--- src/rtl/undo_log_pkg.sv ---
package undo_log_pkg;

    // Record builder progress: idle, issuing the read, waiting for data, writing the record.
    typedef enum logic [1:0] {
        FS_IDLE  = 2'd0,
        FS_READ  = 2'd1,
        FS_WAIT  = 2'd2,
        FS_WRITE = 2'd3
    } fetch_state_e;

    // Outcome of an ownership lookup.
    typedef struct packed {
        logic hit;      // line already logged in the open epoch
        logic room;     // a new record can be reserved
        logic grant;    // request granted this cycle
        logic new_rec;  // a record is reserved for this request
    } own_decision_t;

    // True when a span between two monotonic offsets has reached the ring size.
    function automatic logic span_reached(input logic [63:0] span, input logic [63:0] limit);
        return span >= limit;
    endfunction

endpackage

--- src/rtl/ulog_pend_fifo.sv ---
module ulog_pend_fifo #(
    parameter int WIDTH = 48,
    parameter int DEPTH = 4
) (
    input  logic             clk,
    input  logic             rst,
    input  logic             push,
    input  logic [WIDTH-1:0] push_data,
    input  logic             pop,
    output logic [WIDTH-1:0] pop_data,
    output logic             empty,
    output logic             full
);
    localparam int PW = (DEPTH > 1) ? $clog2(DEPTH) : 1;
    localparam int CW = $clog2(DEPTH + 1);
    localparam logic [PW-1:0] LAST = PW'(DEPTH - 1);
    localparam logic [CW-1:0] FULLC = CW'(DEPTH);

    logic [WIDTH-1:0] mem [DEPTH];
    logic [PW-1:0]    rd_ptr, wr_ptr;
    logic [CW-1:0]    cnt;

    assign empty    = (cnt == '0);
    assign full     = (cnt == FULLC);
    assign pop_data = mem[rd_ptr];

    always_ff @(posedge clk) begin
        if (rst) begin
            rd_ptr <= '0;
            wr_ptr <= '0;
            cnt    <= '0;
        end else begin
            if (push) begin
                mem[wr_ptr] <= push_data;
                wr_ptr      <= (wr_ptr == LAST) ? '0 : wr_ptr + PW'(1);
            end
            if (pop) begin
                rd_ptr <= (rd_ptr == LAST) ? '0 : rd_ptr + PW'(1);
            end
            cnt <= cnt + CW'(push) - CW'(pop);
        end
    end


    fifo_push_room_chk: assert property (@(posedge clk) disable iff (rst) push |-> !full);

    fifo_pop_data_chk: assert property (@(posedge clk) disable iff (rst) pop |-> !empty);

endmodule

--- src/rtl/ulog_tag_set.sv ---
module ulog_tag_set #(
    parameter int ADDR_W  = 32,
    parameter int ENTRIES = 16
) (
    input  logic              clk,
    input  logic              rst,
    input  logic              clear,
    input  logic [ADDR_W-1:0] lk_addr,
    input  logic              ins,
    output logic              hit,
    output logic              full
);
    localparam int IW = (ENTRIES > 1) ? $clog2(ENTRIES) : 1;
    localparam int CW = $clog2(ENTRIES + 1);
    localparam logic [CW-1:0] FULLC = CW'(ENTRIES);

    logic [ENTRIES-1:0] valid;
    logic [ADDR_W-1:0]  tag [ENTRIES];
    logic [ENTRIES-1:0] match;
    logic [CW-1:0]      cnt;
    logic [CW-1:0]      fill_idx;

    for (genvar g = 0; g < ENTRIES; g++) begin : g_cmp
        assign match[g] = valid[g] && (tag[g] == lk_addr);
    end

    assign hit      = !clear && (|match);
    assign full     = !clear && (cnt == FULLC);
    assign fill_idx = clear ? '0 : cnt;

    always_ff @(posedge clk) begin
        if (rst) begin
            valid <= '0;
            cnt   <= '0;
        end else begin
            if (clear) begin
                valid <= '0;
            end
            if (ins) begin
                valid[IW'(fill_idx)] <= 1'b1;
                tag[IW'(fill_idx)]   <= lk_addr;
            end
            cnt <= fill_idx + CW'(ins);
        end
    end


    tag_count_bound_chk: assert property (@(posedge clk) disable iff (rst) cnt <= FULLC);

    tag_insert_room_chk: assert property (@(posedge clk) disable iff (rst) ins |-> !full);

    tag_no_double_chk: assert property (@(posedge clk) disable iff (rst) $onehot0(match));

endmodule

--- src/rtl/ulog_fetch.sv ---
module ulog_fetch
    import undo_log_pkg::*;
#(
    parameter int ADDR_W  = 32,
    parameter int LINE_W  = 512,
    parameter int EPOCH_W = 16,
    parameter int OFF_W   = 32,
    parameter int SLOT_W  = 6
) (
    input  logic               clk,
    input  logic               rst,
    input  logic               q_empty,
    input  logic [ADDR_W-1:0]  q_addr,
    input  logic [EPOCH_W-1:0] q_epoch,
    output logic               q_pop,
    output logic               rd_req_valid,
    input  logic               rd_req_ready,
    output logic [ADDR_W-1:0]  rd_req_addr,
    input  logic               rd_rsp_valid,
    input  logic [LINE_W-1:0]  rd_rsp_data,
    output logic               lw_valid,
    input  logic               lw_ready,
    output logic [SLOT_W-1:0]  lw_slot,
    output logic [ADDR_W-1:0]  lw_addr,
    output logic [LINE_W-1:0]  lw_data,
    output logic [EPOCH_W-1:0] lw_epoch,
    output logic [OFF_W-1:0]   wr_off
);
    fetch_state_e       state;
    logic [ADDR_W-1:0]  cur_addr;
    logic [EPOCH_W-1:0] cur_epoch;
    logic [LINE_W-1:0]  cur_data;
    logic [OFF_W-1:0]   off_q;

    assign q_pop        = (state == FS_IDLE) && !q_empty;
    assign rd_req_valid = (state == FS_READ);
    assign rd_req_addr  = cur_addr;
    assign lw_valid     = (state == FS_WRITE);
    assign lw_slot      = off_q[SLOT_W-1:0];
    assign lw_addr      = cur_addr;
    assign lw_data      = cur_data;
    assign lw_epoch     = cur_epoch;
    assign wr_off       = off_q;

    always_ff @(posedge clk) begin
        if (rst) begin
            state     <= FS_IDLE;
            cur_addr  <= '0;
            cur_epoch <= '0;
            cur_data  <= '0;
            off_q     <= '0;
        end else begin
            unique case (state)
                FS_IDLE: begin
                    if (!q_empty) begin
                        cur_addr  <= q_addr;
                        cur_epoch <= q_epoch;
                        state     <= FS_READ;
                    end
                end
                FS_READ: begin
                    if (rd_req_ready) state <= FS_WAIT;
                end
                FS_WAIT: begin
                    if (rd_rsp_valid) begin
                        cur_data <= rd_rsp_data;
                        state    <= FS_WRITE;
                    end
                end
                FS_WRITE: begin
                    if (lw_ready) begin
                        off_q <= off_q + OFF_W'(1);
                        state <= FS_IDLE;
                    end
                end
                default: state <= FS_IDLE;
            endcase
        end
    end


    rd_hold_chk: assert property (@(posedge clk) disable iff (rst)
        rd_req_valid && !rd_req_ready |=> rd_req_valid && $stable(rd_req_addr));

    lw_hold_chk: assert property (@(posedge clk) disable iff (rst)
        lw_valid && !lw_ready |=> lw_valid && $stable(lw_addr) && $stable(lw_data) && $stable(lw_epoch));

    wr_step_chk: assert property (@(posedge clk) disable iff (rst)
        lw_valid && lw_ready |=> (wr_off - $past(wr_off)) == OFF_W'(1));

    wr_hold_chk: assert property (@(posedge clk) disable iff (rst)
        !(lw_valid && lw_ready) |=> $stable(wr_off));

endmodule

--- src/rtl/ulog_durable.sv ---
module ulog_durable #(
    parameter int OFF_W     = 32,
    parameter int LOG_SLOTS = 64
) (
    input  logic                         clk,
    input  logic                         rst,
    input  logic                         lc_valid,
    input  logic [$clog2(LOG_SLOTS)-1:0] lc_slot,
    input  logic [OFF_W-1:0]             wr_off,
    output logic [OFF_W-1:0]             dur_off
);
    localparam int SLOT_W = $clog2(LOG_SLOTS);
    localparam logic [OFF_W-1:0] SLOTS_OFF = OFF_W'(LOG_SLOTS);

    logic [LOG_SLOTS-1:0] done;
    logic [OFF_W-1:0]     dur_q;
    logic [SLOT_W-1:0]    head;
    logic                 advance;

    assign head    = dur_q[SLOT_W-1:0];
    assign advance = done[head] && (dur_q != wr_off);
    assign dur_off = dur_q;

    always_ff @(posedge clk) begin
        if (rst) begin
            done  <= '0;
            dur_q <= '0;
        end else begin
            if (lc_valid) done[lc_slot] <= 1'b1;
            if (advance) begin
                done[head] <= 1'b0;
                dur_q      <= dur_q + OFF_W'(1);
            end
        end
    end


    dur_step_chk: assert property (@(posedge clk) disable iff (rst)
        (dur_off == $past(dur_off)) || ((dur_off - $past(dur_off)) == OFF_W'(1)));

    dur_not_ahead_chk: assert property (@(posedge clk) disable iff (rst)
        (wr_off - dur_off) <= SLOTS_OFF);

    cpl_once_chk: assert property (@(posedge clk) disable iff (rst)
        lc_valid |-> !done[lc_slot]);

endmodule

--- src/rtl/undo_log_engine.sv ---
module undo_log_engine
    import undo_log_pkg::*;
#(
    parameter int ADDR_W      = 32,
    parameter int LINE_W      = 512,
    parameter int EPOCH_W     = 16,
    parameter int OFF_W       = 32,
    parameter int LOG_SLOTS   = 64,
    parameter int TAG_ENTRIES = 16,
    parameter int PEND_DEPTH  = 4
) (
    input  logic                         clk,
    input  logic                         rst,
    input  logic                         own_req,
    input  logic [ADDR_W-1:0]            own_addr,
    output logic                         own_grant,
    input  logic [EPOCH_W-1:0]           epoch_in,
    output logic                         rd_req_valid,
    input  logic                         rd_req_ready,
    output logic [ADDR_W-1:0]            rd_req_addr,
    input  logic                         rd_rsp_valid,
    input  logic [LINE_W-1:0]            rd_rsp_data,
    output logic                         lw_valid,
    input  logic                         lw_ready,
    output logic [$clog2(LOG_SLOTS)-1:0] lw_slot,
    output logic [ADDR_W-1:0]            lw_addr,
    output logic [LINE_W-1:0]            lw_data,
    output logic [EPOCH_W-1:0]           lw_epoch,
    input  logic                         lc_valid,
    input  logic [$clog2(LOG_SLOTS)-1:0] lc_slot,
    output logic [OFF_W-1:0]             wr_off,
    output logic [OFF_W-1:0]             dur_off
);
    localparam int SLOT_W = $clog2(LOG_SLOTS);
    localparam int QW     = ADDR_W + EPOCH_W;
    localparam logic [OFF_W-1:0] SLOTS_OFF = OFF_W'(LOG_SLOTS);

    logic [EPOCH_W-1:0] epoch_q;
    logic               epoch_chg;
    logic [OFF_W-1:0]   alloc_off;
    logic [OFF_W-1:0]   base_off;
    logic               tag_hit, tag_full;
    logic               q_full, q_empty, q_pop;
    logic [QW-1:0]      q_head;
    logic               epoch_room, durable_room;
    own_decision_t      dec;

    assign epoch_chg    = (epoch_in != epoch_q);
    assign epoch_room   = epoch_chg || !span_reached(64'(alloc_off - base_off), 64'(LOG_SLOTS));
    assign durable_room = !span_reached(64'(alloc_off - dur_off), 64'(LOG_SLOTS));

    always_comb begin
        dec.hit     = tag_hit;
        dec.room    = !q_full && epoch_room && durable_room;
        dec.grant   = own_req && (dec.hit || dec.room);
        dec.new_rec = own_req && !dec.hit && dec.room;
    end

    assign own_grant = dec.grant;

    always_ff @(posedge clk) begin
        if (rst) begin
            epoch_q   <= '0;
            alloc_off <= '0;
            base_off  <= '0;
        end else begin
            epoch_q   <= epoch_in;
            alloc_off <= alloc_off + OFF_W'(dec.new_rec);
            if (epoch_chg) base_off <= alloc_off;
        end
    end

    ulog_tag_set #(
        .ADDR_W  (ADDR_W),
        .ENTRIES (TAG_ENTRIES)
    ) u_tags (
        .clk     (clk),
        .rst     (rst),
        .clear   (epoch_chg),
        .lk_addr (own_addr),
        .ins     (dec.new_rec && !tag_full),
        .hit     (tag_hit),
        .full    (tag_full)
    );

    ulog_pend_fifo #(
        .WIDTH (QW),
        .DEPTH (PEND_DEPTH)
    ) u_pend (
        .clk       (clk),
        .rst       (rst),
        .push      (dec.new_rec),
        .push_data ({own_addr, epoch_in}),
        .pop       (q_pop),
        .pop_data  (q_head),
        .empty     (q_empty),
        .full      (q_full)
    );

    ulog_fetch #(
        .ADDR_W  (ADDR_W),
        .LINE_W  (LINE_W),
        .EPOCH_W (EPOCH_W),
        .OFF_W   (OFF_W),
        .SLOT_W  (SLOT_W)
    ) u_fetch (
        .clk          (clk),
        .rst          (rst),
        .q_empty      (q_empty),
        .q_addr       (q_head[QW-1:EPOCH_W]),
        .q_epoch      (q_head[EPOCH_W-1:0]),
        .q_pop        (q_pop),
        .rd_req_valid (rd_req_valid),
        .rd_req_ready (rd_req_ready),
        .rd_req_addr  (rd_req_addr),
        .rd_rsp_valid (rd_rsp_valid),
        .rd_rsp_data  (rd_rsp_data),
        .lw_valid     (lw_valid),
        .lw_ready     (lw_ready),
        .lw_slot      (lw_slot),
        .lw_addr      (lw_addr),
        .lw_data      (lw_data),
        .lw_epoch     (lw_epoch),
        .wr_off       (wr_off)
    );

    ulog_durable #(
        .OFF_W     (OFF_W),
        .LOG_SLOTS (LOG_SLOTS)
    ) u_dur (
        .clk      (clk),
        .rst      (rst),
        .lc_valid (lc_valid),
        .lc_slot  (lc_slot),
        .wr_off   (wr_off),
        .dur_off  (dur_off)
    );


    grant_needs_req_chk: assert property (@(posedge clk) disable iff (rst) own_grant |-> own_req);

    epoch_span_chk: assert property (@(posedge clk) disable iff (rst) (alloc_off - base_off) <= SLOTS_OFF);

    durable_span_chk: assert property (@(posedge clk) disable iff (rst) (alloc_off - dur_off) <= SLOTS_OFF);

    alloc_leads_write_chk: assert property (@(posedge clk) disable iff (rst)
        (alloc_off - wr_off) <= OFF_W'(PEND_DEPTH + 1));

endmodule

--- config.mk ---
export PLATFORM = sky130hd
export DESIGN_NAME = undo_log_engine
export DESIGN_NICKNAME = d
export VERILOG_FILES = /design/src/rtl/undo_log_pkg.sv /design/src/rtl/ulog_pend_fifo.sv /design/src/rtl/ulog_tag_set.sv /design/src/rtl/ulog_fetch.sv /design/src/rtl/ulog_durable.sv /design/src/rtl/undo_log_engine.sv
export SDC_FILE = /design/constraint.sdc
export NUM_CORES = 2
export LEC_CHECK = 0
export BUFFER_PORTS_ARGS = -buffer_cell sky130_fd_sc_hd__buf_2
export CAP_MARGIN = 10
export CELL_PAD_IN_SITES_DETAIL_PLACEMENT = 0
export CELL_PAD_IN_SITES_GLOBAL_PLACEMENT = 1
export CORE_AREA = 2 2 483 485
export DETAILED_ROUTE_END_ITERATION = 6
export DIE_AREA = 0 0 485 487
export PLACE_DENSITY = 0.6
export SLEW_MARGIN = 20
export SYNTH_ARGS = -nofsm -noshare
export SYNTH_HDL_FRONTEND = slang
export SYNTH_SLANG_ARGS = --single-unit
export TNS_END_PERCENT = 20
--- constraint.sdc ---
create_clock -name clk -period 18 [get_ports clk]
set_clock_uncertainty 0.1 [all_clocks]
set_input_delay 3.6 -clock clk [delete_from_list [all_inputs] [get_ports clk]]
set_output_delay 3.6 -clock clk [all_outputs]
set_load 0.005 [all_outputs]
# After elaboration in Yosys (flattened, before gate mapping)

Memories as Yosys holds them, arrays and structs flattened. A register that Yosys moved wholly into a read port is not among the register bits.
Cells that the tools add are included.

Flip-flop bits (word level): 750
Bits in latches: 0
Memory bits (writable): 704
Memory bits (read-only): 0
Bits of input ports: 573
Output and inout bits: 665
Logic and storage cells: 140
Memories kept: 2

Memory list:

| name       | depth | bits a word | read ports | clocked after memory_dff | wr ports | RTL line             | source |
|---|---|---|---|---|---|---|---|
| u_tags.tag | 16    | 32          | 16         | 0                        | 1        | ulog_tag_set.sv:18   | `logic [ADDR_W-1:0] tag [ENTRIES];` |
| u_pend.mem | 4     | 48          | 1          | 1                        | 1        | ulog_pend_fifo.sv:19 | `logic [WIDTH-1:0] mem [DEPTH];` |

Add/sub/neg operators: 10
Multiply operators: 0
Div/mod/pow operators: 0
Magnitude comparators: 8
Eq/ne operators: 29
Shifts and indexed selects: 0
Mux-type cells: 28
Bitwise operators: 5
Reduce and logical (&&, ||, !) cells: 45

Operator list:

| operator                                                                              | count |
|---|---|
| 32-bit equality test                                                                  | 16 |
| 64-bit two-way mux                                                                    | 3 |
| 64-bit by 7-bit greater-or-equal comparator with 1-bit output (second input constant) | 2 |
| 32-bit by 32-bit subtractor with 33-bit output                                        | 2 |
| 32-bit by 1-bit adder with 32-bit output (second input constant)                      | 2 |
| 64-bit bitwise AND                                                                    | 1 |
| 64-bit inverter                                                                       | 1 |
| 64-bit bitwise OR                                                                     | 1 |
| 16-bit two-way mux                                                                    | 3 |
| 32-bit by 1-bit adder with 32-bit output                                              | 1 |
| 32-bit != test                                                                        | 1 |
| 1-bit logical AND                                                                     | 29 |
| 16-bit != test                                                                        | 1 |
| 16-bit bitwise OR                                                                     | 1 |
| 16-bit OR reduction                                                                   | 1 |
| 6-bit by 7-bit less-than comparator with 1-bit output (second input constant)         | 2 |
| 1-bit demux with 6-bit select                                                         | 2 |
| 6-bit by 1-bit greater-or-equal comparator with 1-bit output (second input constant)  | 2 |
| 2-bit two-way mux                                                                     | 6 |
| 1-bit two-way mux                                                                     | 10 |
| 2-bit equality test (second input constant)                                           | 4 |
| 2-bit one-hot mux with 4 select lines                                                 | 1 |
| 1-bit zero test                                                                       | 7 |
| 1-bit binary-select mux with 6-bit select                                             | 1 |
| 19 further kinds                                                                      | 25 |

# Longest topological paths before layout

Depth after elaboration: 11
Gate-level depth with buffers: 27
Gate-level depth less buffers: 24

# Modules after synthesis

A second synthesis with hierarchy kept.

Cell total of the unflattened synthesis: 5,832
Area, all modules: 62,513.7 um2

Modules (own cells, without submodules):

| module          | instances | cells an instance | area each (um2) | seq. area each (um2) |
|---|---|---|---|---|
| ulog_tag_set    | 1         | 1,376             | 22,162.5        | 15,795.1 |
| ulog_fetch      | 1         | 2,664             | 20,906.3        | 11,891.4 |
| ulog_pend_fifo  | 1         | 294               | 7,378.3         | 5,945.7 |
| undo_log_engine | 1         | 940               | 7,014.2         | 1,601.5 |
| ulog_durable    | 1         | 558               | 5,052.3         | 1,921.8 |

# Worst setup path before layout

OpenSTA, ideal clock, no wires.

Kind: input to register
Start: input port own_addr[20]
End: memory u_pend.mem[0][0] (enable)
Library setup time: 523 ps
Arrival: 9,531 ps
Data required time: 17,377 ps
Setup slack: 7,846 ps
Stages on the path: 15
Buffers on the path: 4
Cells stage by stage: clkbuf_1 buf_1 xnor2_1 nand4_1 nor4_1 nand4_1 o22ai_1 nor4_1 a31oi_1 nor2b_1 and3_1 clkbuf_1 nand2_2 buf_2 nor3b_1

Word-level cells in the longest chain between the ends: 10
Elaborated cells on any way between the ends: 40
Classes of those cells: eq/ne (16); mux (3); reduce/logical (21)

Ends and longest elaborated chain:

| element                                     | RTL line              | source |
|---|---|---|
| start: declaration                          | undo_log_engine.sv:15 | `input logic [ADDR_W-1:0] own_addr,` |
| 32-bit equality test                        | ulog_tag_set.sv:24    | `assign match[g] = valid[g] && (tag[g] == lk_addr);` |
| 1-bit logical AND                           | ulog_tag_set.sv:24    |  |
| 16-bit OR reduction (*)                     | ulog_tag_set.sv:27    | `assign hit = !clear && (\|match);` |
| 1-bit logical AND (*)                       | ulog_tag_set.sv:27    |  |
| 1-bit zero test (*)                         | undo_log_engine.sv:56 | `dec.new_rec = own_req && !dec.hit && dec.room;` |
| 1-bit logical AND (*) (2 in a row)          | undo_log_engine.sv:56 |  |
| 1-bit two-way mux (*)                       | ulog_pend_fifo.sv:33  | `if (push) begin` |
| 1-bit two-way mux (*)                       | ulog_pend_fifo.sv:28  | `if (rst) begin` |
| 1-bit two-way mux (not written as such) (*) | ulog_pend_fifo.sv:34  | `mem[wr_ptr] <= push_data;` |
| end: declaration                            | ulog_pend_fifo.sv:19  |  |

Mark *: on every way between the ends. The rest lies on a longest branch, timed or not.

# Worst setup path after layout

Start: input port own_addr[2]
End: output port own_grant

Word-level cells in the longest chain between the ends: 6
Elaborated cells on any way between the ends: 36
Classes of those cells: eq/ne (16); reduce/logical (20)

Ends and longest elaborated chain:

| element                 | RTL line              | source |
|---|---|---|
| 32-bit equality test    | ulog_tag_set.sv:24    |  |
| 1-bit logical AND       | ulog_tag_set.sv:24    |  |
| 16-bit OR reduction (*) | ulog_tag_set.sv:27    |  |
| 1-bit logical AND (*)   | ulog_tag_set.sv:27    |  |
| 1-bit logical OR (*)    | undo_log_engine.sv:55 | `dec.grant = own_req && (dec.hit \|\| dec.room);` |
| 1-bit logical AND (*)   | undo_log_engine.sv:55 |  |
| end: declaration        | undo_log_engine.sv:16 | `output logic own_grant,` |

Marks and branches as above.

==> impl_metrics.ini <==
[setup_path]
criticalPathCategory = input port to output port
cp-endpoint = own_grant
length_in_cells_of_the_worst_reg_to_reg_path = 24
delay_contributed_by_the_slowest_stage_of_the_critical_path_ns = 0.71
critical_path.reg2reg.endpoint = alloc_off[28]
cp_top_family = simple AND/OR/NAND/NOR gates
ff2ff_setup_slack_ns = 9.90
cp.required_ns = 14.30
timing.critical_path.depth = 12
critical_path.most_common_cell = sky130_fd_sc_hd__nor4_1
worst_setup_path_end_kind = output port
element_type_at_the_critical_path_start = input port
timing.rr.start = u_dur.dur_off[2]
cp_max_fo = 36
cp_cell_sequence = buf_2 -> buf_4 -> xnor2_1 -> nand4_1 -> nor4_1 -> nand4_1 -> nor4_1 -> nor4_1 -> a31oi_1 -> a31oi_1 -> nor2b_1 -> buf_2
crit_slowest_cell = sky130_fd_sc_hd__nor4_1
crit_buf_inv = 3
startpoint = own_addr[2]
worstPathArrival_ns = 7.01

[power_and_ir_drop]
switching_share_of_total_power_pct = 31.2
share_comb_of_total_power_pct = 18.0
total_internal_power_w = 0.00652
leakage_nw = 29.3
power.share.clock_pct = 40.1
power.sequential.fraction_pct = 41.8
switching_power_w = 0.00296
pwr_density_cell_nw_per_um2 = 122
max-vdd-ir-drop_mv = 0.0764

[sta]
setup_viol = 0
final.setup.tns_ns = 0
tightestPinTransition_ns = 1.20
layout_worst_path_cycle_share_pct = 59.5
worst_hold_slack_ns = 0.351
finalCriticalPeriod_ns = 10.71
max_freq_ghz = 0.0934
finalMaxSlewViolations = 0
finalHoldViolations = 0
worst_slew_margin_rel_pct = 19.9
grt_setup_unrepaired = false

[die]
coreArea_um2 = 231000
placement_rows = 177
io-pin-count = 1238
initial_utilization_pct = 26.9
die-width_um = 485
chipHeight_um = 487
die_area_um2 = 236000

[clock_tree]
cts_max_path_buffers = 3
clock-sinks = 1502
postCtsHoldBufs = 0
cts_resized = 0
htree_levels = 4
clk_pin_slew_ns = 0.06
tritoncts = yes
post-cts-setup-buffers = 0
numCtsBuffers = 178
cts_root_buffer = sky130_fd_sc_hd__clkbuf_16
worstSkewPairLatency_ns = 0.86

[yosys]
synth-compound-area-share_pct = 9.39
synth_cells = 5864
synth_top_area_share_pct = 34.0
post_synthesis_simple_gate_area_fraction_pct = 14.2
synth.avg_cell_area_um2 = 10.6
synth_seq_area_share_pct = 59.7
syn-num-nets = 6521
synthFlopType = sky130_fd_sc_hd__dfxtp_1
synth_xor_area_share_pct = 9.27
synth.ff_latch_count = 1502
synth-adder-area-share_pct = 1.73
yosys-mux-area-fraction_pct = 2.45
asyncSetResetFlopFracSynth_pct = 0
synth_largest_area_cell = sky130_fd_sc_hd__edfxtp_1
yosys_warnings = 0
ys_top_cells_by_area = sky130_fd_sc_hd__edfxtp_1 (34%), sky130_fd_sc_hd__dfxtp_1 (26%), sky130_fd_sc_hd__nand2_1 (7.6%)
synth_edf_count = 704
synth_top_family_by_area = simple AND/OR/NAND/NOR gates
netlist-cell-type-count = 85
syn-cell-area_um2 = 62200

[cells_and_area]
num-nets-final = 7636
area_growth_syn_to_layout_pct = 25.3
layout.filler_cells = 23973
final_layout_size_suffix_gt1_share_pct = 24.0

[drt]
post_drt_wl_per_cell_um = 34.6
post-route-drc-count = 0
viasPerCell = 4.94
routed_wirelength_um = 356000
dr.first_iter.drc_count = 4420
drt_first_pass_iters = 5
routed-via-count = 50724
antenna_left = 0

[place]
gpl.final_weighted_congestion = 1.04
dpl.hpwl_um = 278000
io_buffers = 1237

[global_routing]
grt-ovfl-total = 0
track_usage_pct = 29.1
pin_count_of_the_biggest_net_entering_global_routing = 173
antenna_found_initial = 142
grt_first_pass_wirelength_um = 459000
grt_pass1_vias = 47898

[job]
drv.max_cap_violation_count = 0

[min_path]
min_path_type = register to register
min-delay-start = u_fetch.lw_data[132]

[status]
run_status = finished, final reports clean
-- per-stage QoR --
stage / power, W / instance area (um2) / utilization, % / setup WS [ns] / cells
2_1_floorplan: 0.00481 / 62200 / - / 7.85 / 5864
3_3_place_gp: 0.00574 / 71400 / 30.9 / 7.31 / 9841
3_5_place_dp: 0.00576 / 71500 / 30.9 / 7.28 / 9841
4_1_cts: 0.00958 / 77600 / 33.5 / 7.27 / 10173
5_1_grt: 0.00982 / 77800 / 33.6 / 7.13 / 10226
6_report: 0.00948 / 77900 / 33.7 / 7.29 / 10266
-- how the worst min path moves through the flow --
stage	end	slack, ns	cells past startpoint
finish	u_fetch.lw_data[132]	0.35	2
global route	u_fetch.lw_data[94]	0.36	2
CTS	u_fetch.lw_data[111]	0.35	2
detailed placement	u_fetch.lw_data[111]	0.34	2
global placement	u_fetch.lw_data[94]	0.34	2
floorplan	base_off[0]	0.34	2
-- kinds of logic after synthesis --
family          after synthesis
simple gates               2011
xor+xnor                    658
mux                          79
flops                      1502
buf+inv                     496
compound gates             1034
fa+ha+maj                    84
-- cells in the final DEF, fill, tap and decap left out, types with 123 or more instances in the layout --
master,n
sky130_fd_sc_hd__nand2_1,1255
sky130_fd_sc_hd__buf_2,1236
sky130_fd_sc_hd__dfxtp_1,796
sky130_fd_sc_hd__a21oi_1,741
sky130_fd_sc_hd__edfxtp_1,704
sky130_fd_sc_hd__xnor2_1,358
sky130_fd_sc_hd__xor2_1,300
sky130_fd_sc_hd__nor2_1,246
sky130_fd_sc_hd__clkbuf_16,178
sky130_fd_sc_hd__nand4_1,123
-- final cells by class --
| cell class | instances | area [um2] | area share (%) |
|---|---|---|---|
| Antenna cell | 92 | 230 | 0.296 |
| Sequential cell | 1502 | 37100 | 47.7 |
| Inverter | 100 | 375 | 0.482 |
| Clock buffer | 237 | 4920 | 6.31 |
| Clock inverter | 95 | 1240 | 1.59 |
| Multi-Input combinational cell | 3866 | 23200 | 29.8 |
| Timing Repair Buffer | 1331 | 6980 | 8.96 |
| Tap cell | 3043 | 3810 | 4.89 |
-- synth_stat cells (7+ instances only) --
| library cell | instances |
|---|---|
| sky130_fd_sc_hd__buf_4 | 38 |
| sky130_fd_sc_hd__ha_1 | 81 |
| sky130_fd_sc_hd__edfxtp_1 | 704 |
| sky130_fd_sc_hd__nand3_1 | 69 |
| sky130_fd_sc_hd__mux2i_1 | 18 |
| sky130_fd_sc_hd__o21ai_0 | 67 |
| sky130_fd_sc_hd__buf_1 | 40 |
| sky130_fd_sc_hd__xor2_1 | 300 |
| sky130_fd_sc_hd__nand2b_1 | 20 |
| sky130_fd_sc_hd__o22ai_1 | 8 |
| sky130_fd_sc_hd__buf_2 | 31 |
| sky130_fd_sc_hd__or4_1 | 7 |
| sky130_fd_sc_hd__a31oi_1 | 24 |
| sky130_fd_sc_hd__mux4_2 | 58 |
| sky130_fd_sc_hd__dfxtp_1 | 798 |
| sky130_fd_sc_hd__a211oi_1 | 73 |
| sky130_fd_sc_hd__nand2_1 | 1256 |
| sky130_fd_sc_hd__a41oi_1 | 7 |
| sky130_fd_sc_hd__a21o_1 | 21 |
| sky130_fd_sc_hd__nor4_1 | 94 |
| sky130_fd_sc_hd__clkbuf_1 | 284 |
| sky130_fd_sc_hd__nand4_1 | 123 |
| sky130_fd_sc_hd__nor3_1 | 55 |
| sky130_fd_sc_hd__and2_1 | 10 |
| sky130_fd_sc_hd__inv_1 | 98 |
| sky130_fd_sc_hd__a21oi_1 | 741 |
| sky130_fd_sc_hd__xnor2_1 | 358 |
| sky130_fd_sc_hd__o21a_1 | 7 |
| sky130_fd_sc_hd__nor2b_1 | 38 |
| sky130_fd_sc_hd__nor3b_1 | 12 |
| sky130_fd_sc_hd__or3_1 | 24 |
| sky130_fd_sc_hd__nor2_1 | 246 |
| sky130_fd_sc_hd__and3_1 | 26 |
-- per-layer routing --
layer,GRT usage (%),vias to the layer above,routed length [um]
met1,33.6,25245,135000
met2,43.3,2089,152000
met5,2.31,-,474
met4,18.7,68,27500
met3,13.3,613,40300
li1,-,22709,-
-- power groups by stage --
| stage | Sequential, W | Clock (W) | Combinational [W] |
|---|---|---|---|
| floorplan | 0.00399 | 0 | 0.000824 |
| global route | 0.00399 | 0.00402 | 0.00181 |
| CTS | 0.00397 | 0.00389 | 0.00172 |
| detailed placement | 0.00404 | 0 | 0.00172 |
| finish | 0.00397 | 0.00381 | 0.00171 |
| global placement | 0.00403 | 0 | 0.00171 |
-- sequential cells by signal (all words and copies together), names as in the netlist, 32 cells and up --
| register | flops |
|---|---|
| u_pend.mem | 192 |
| u_dur.dur_off | 32 |
| alloc_off | 32 |
| u_fetch.lw_data | 512 |
| u_tags.tag | 512 |
| u_fetch.lw_addr | 32 |
| base_off | 32 |
| u_dur.done | 64 |
| u_fetch.wr_off | 32 |
-- worst register-to-register path, delay by kind of cell (launching register included) --
kind	cells	cell delay [ns]
simple gates	12	3.76
compound gates	5	1.41
buf+inv	3	1.30
fa+ha+maj	3	0.93
flops	1	0.30
xor+xnor	1	0.17
Power figures use the tool's default switching activity.
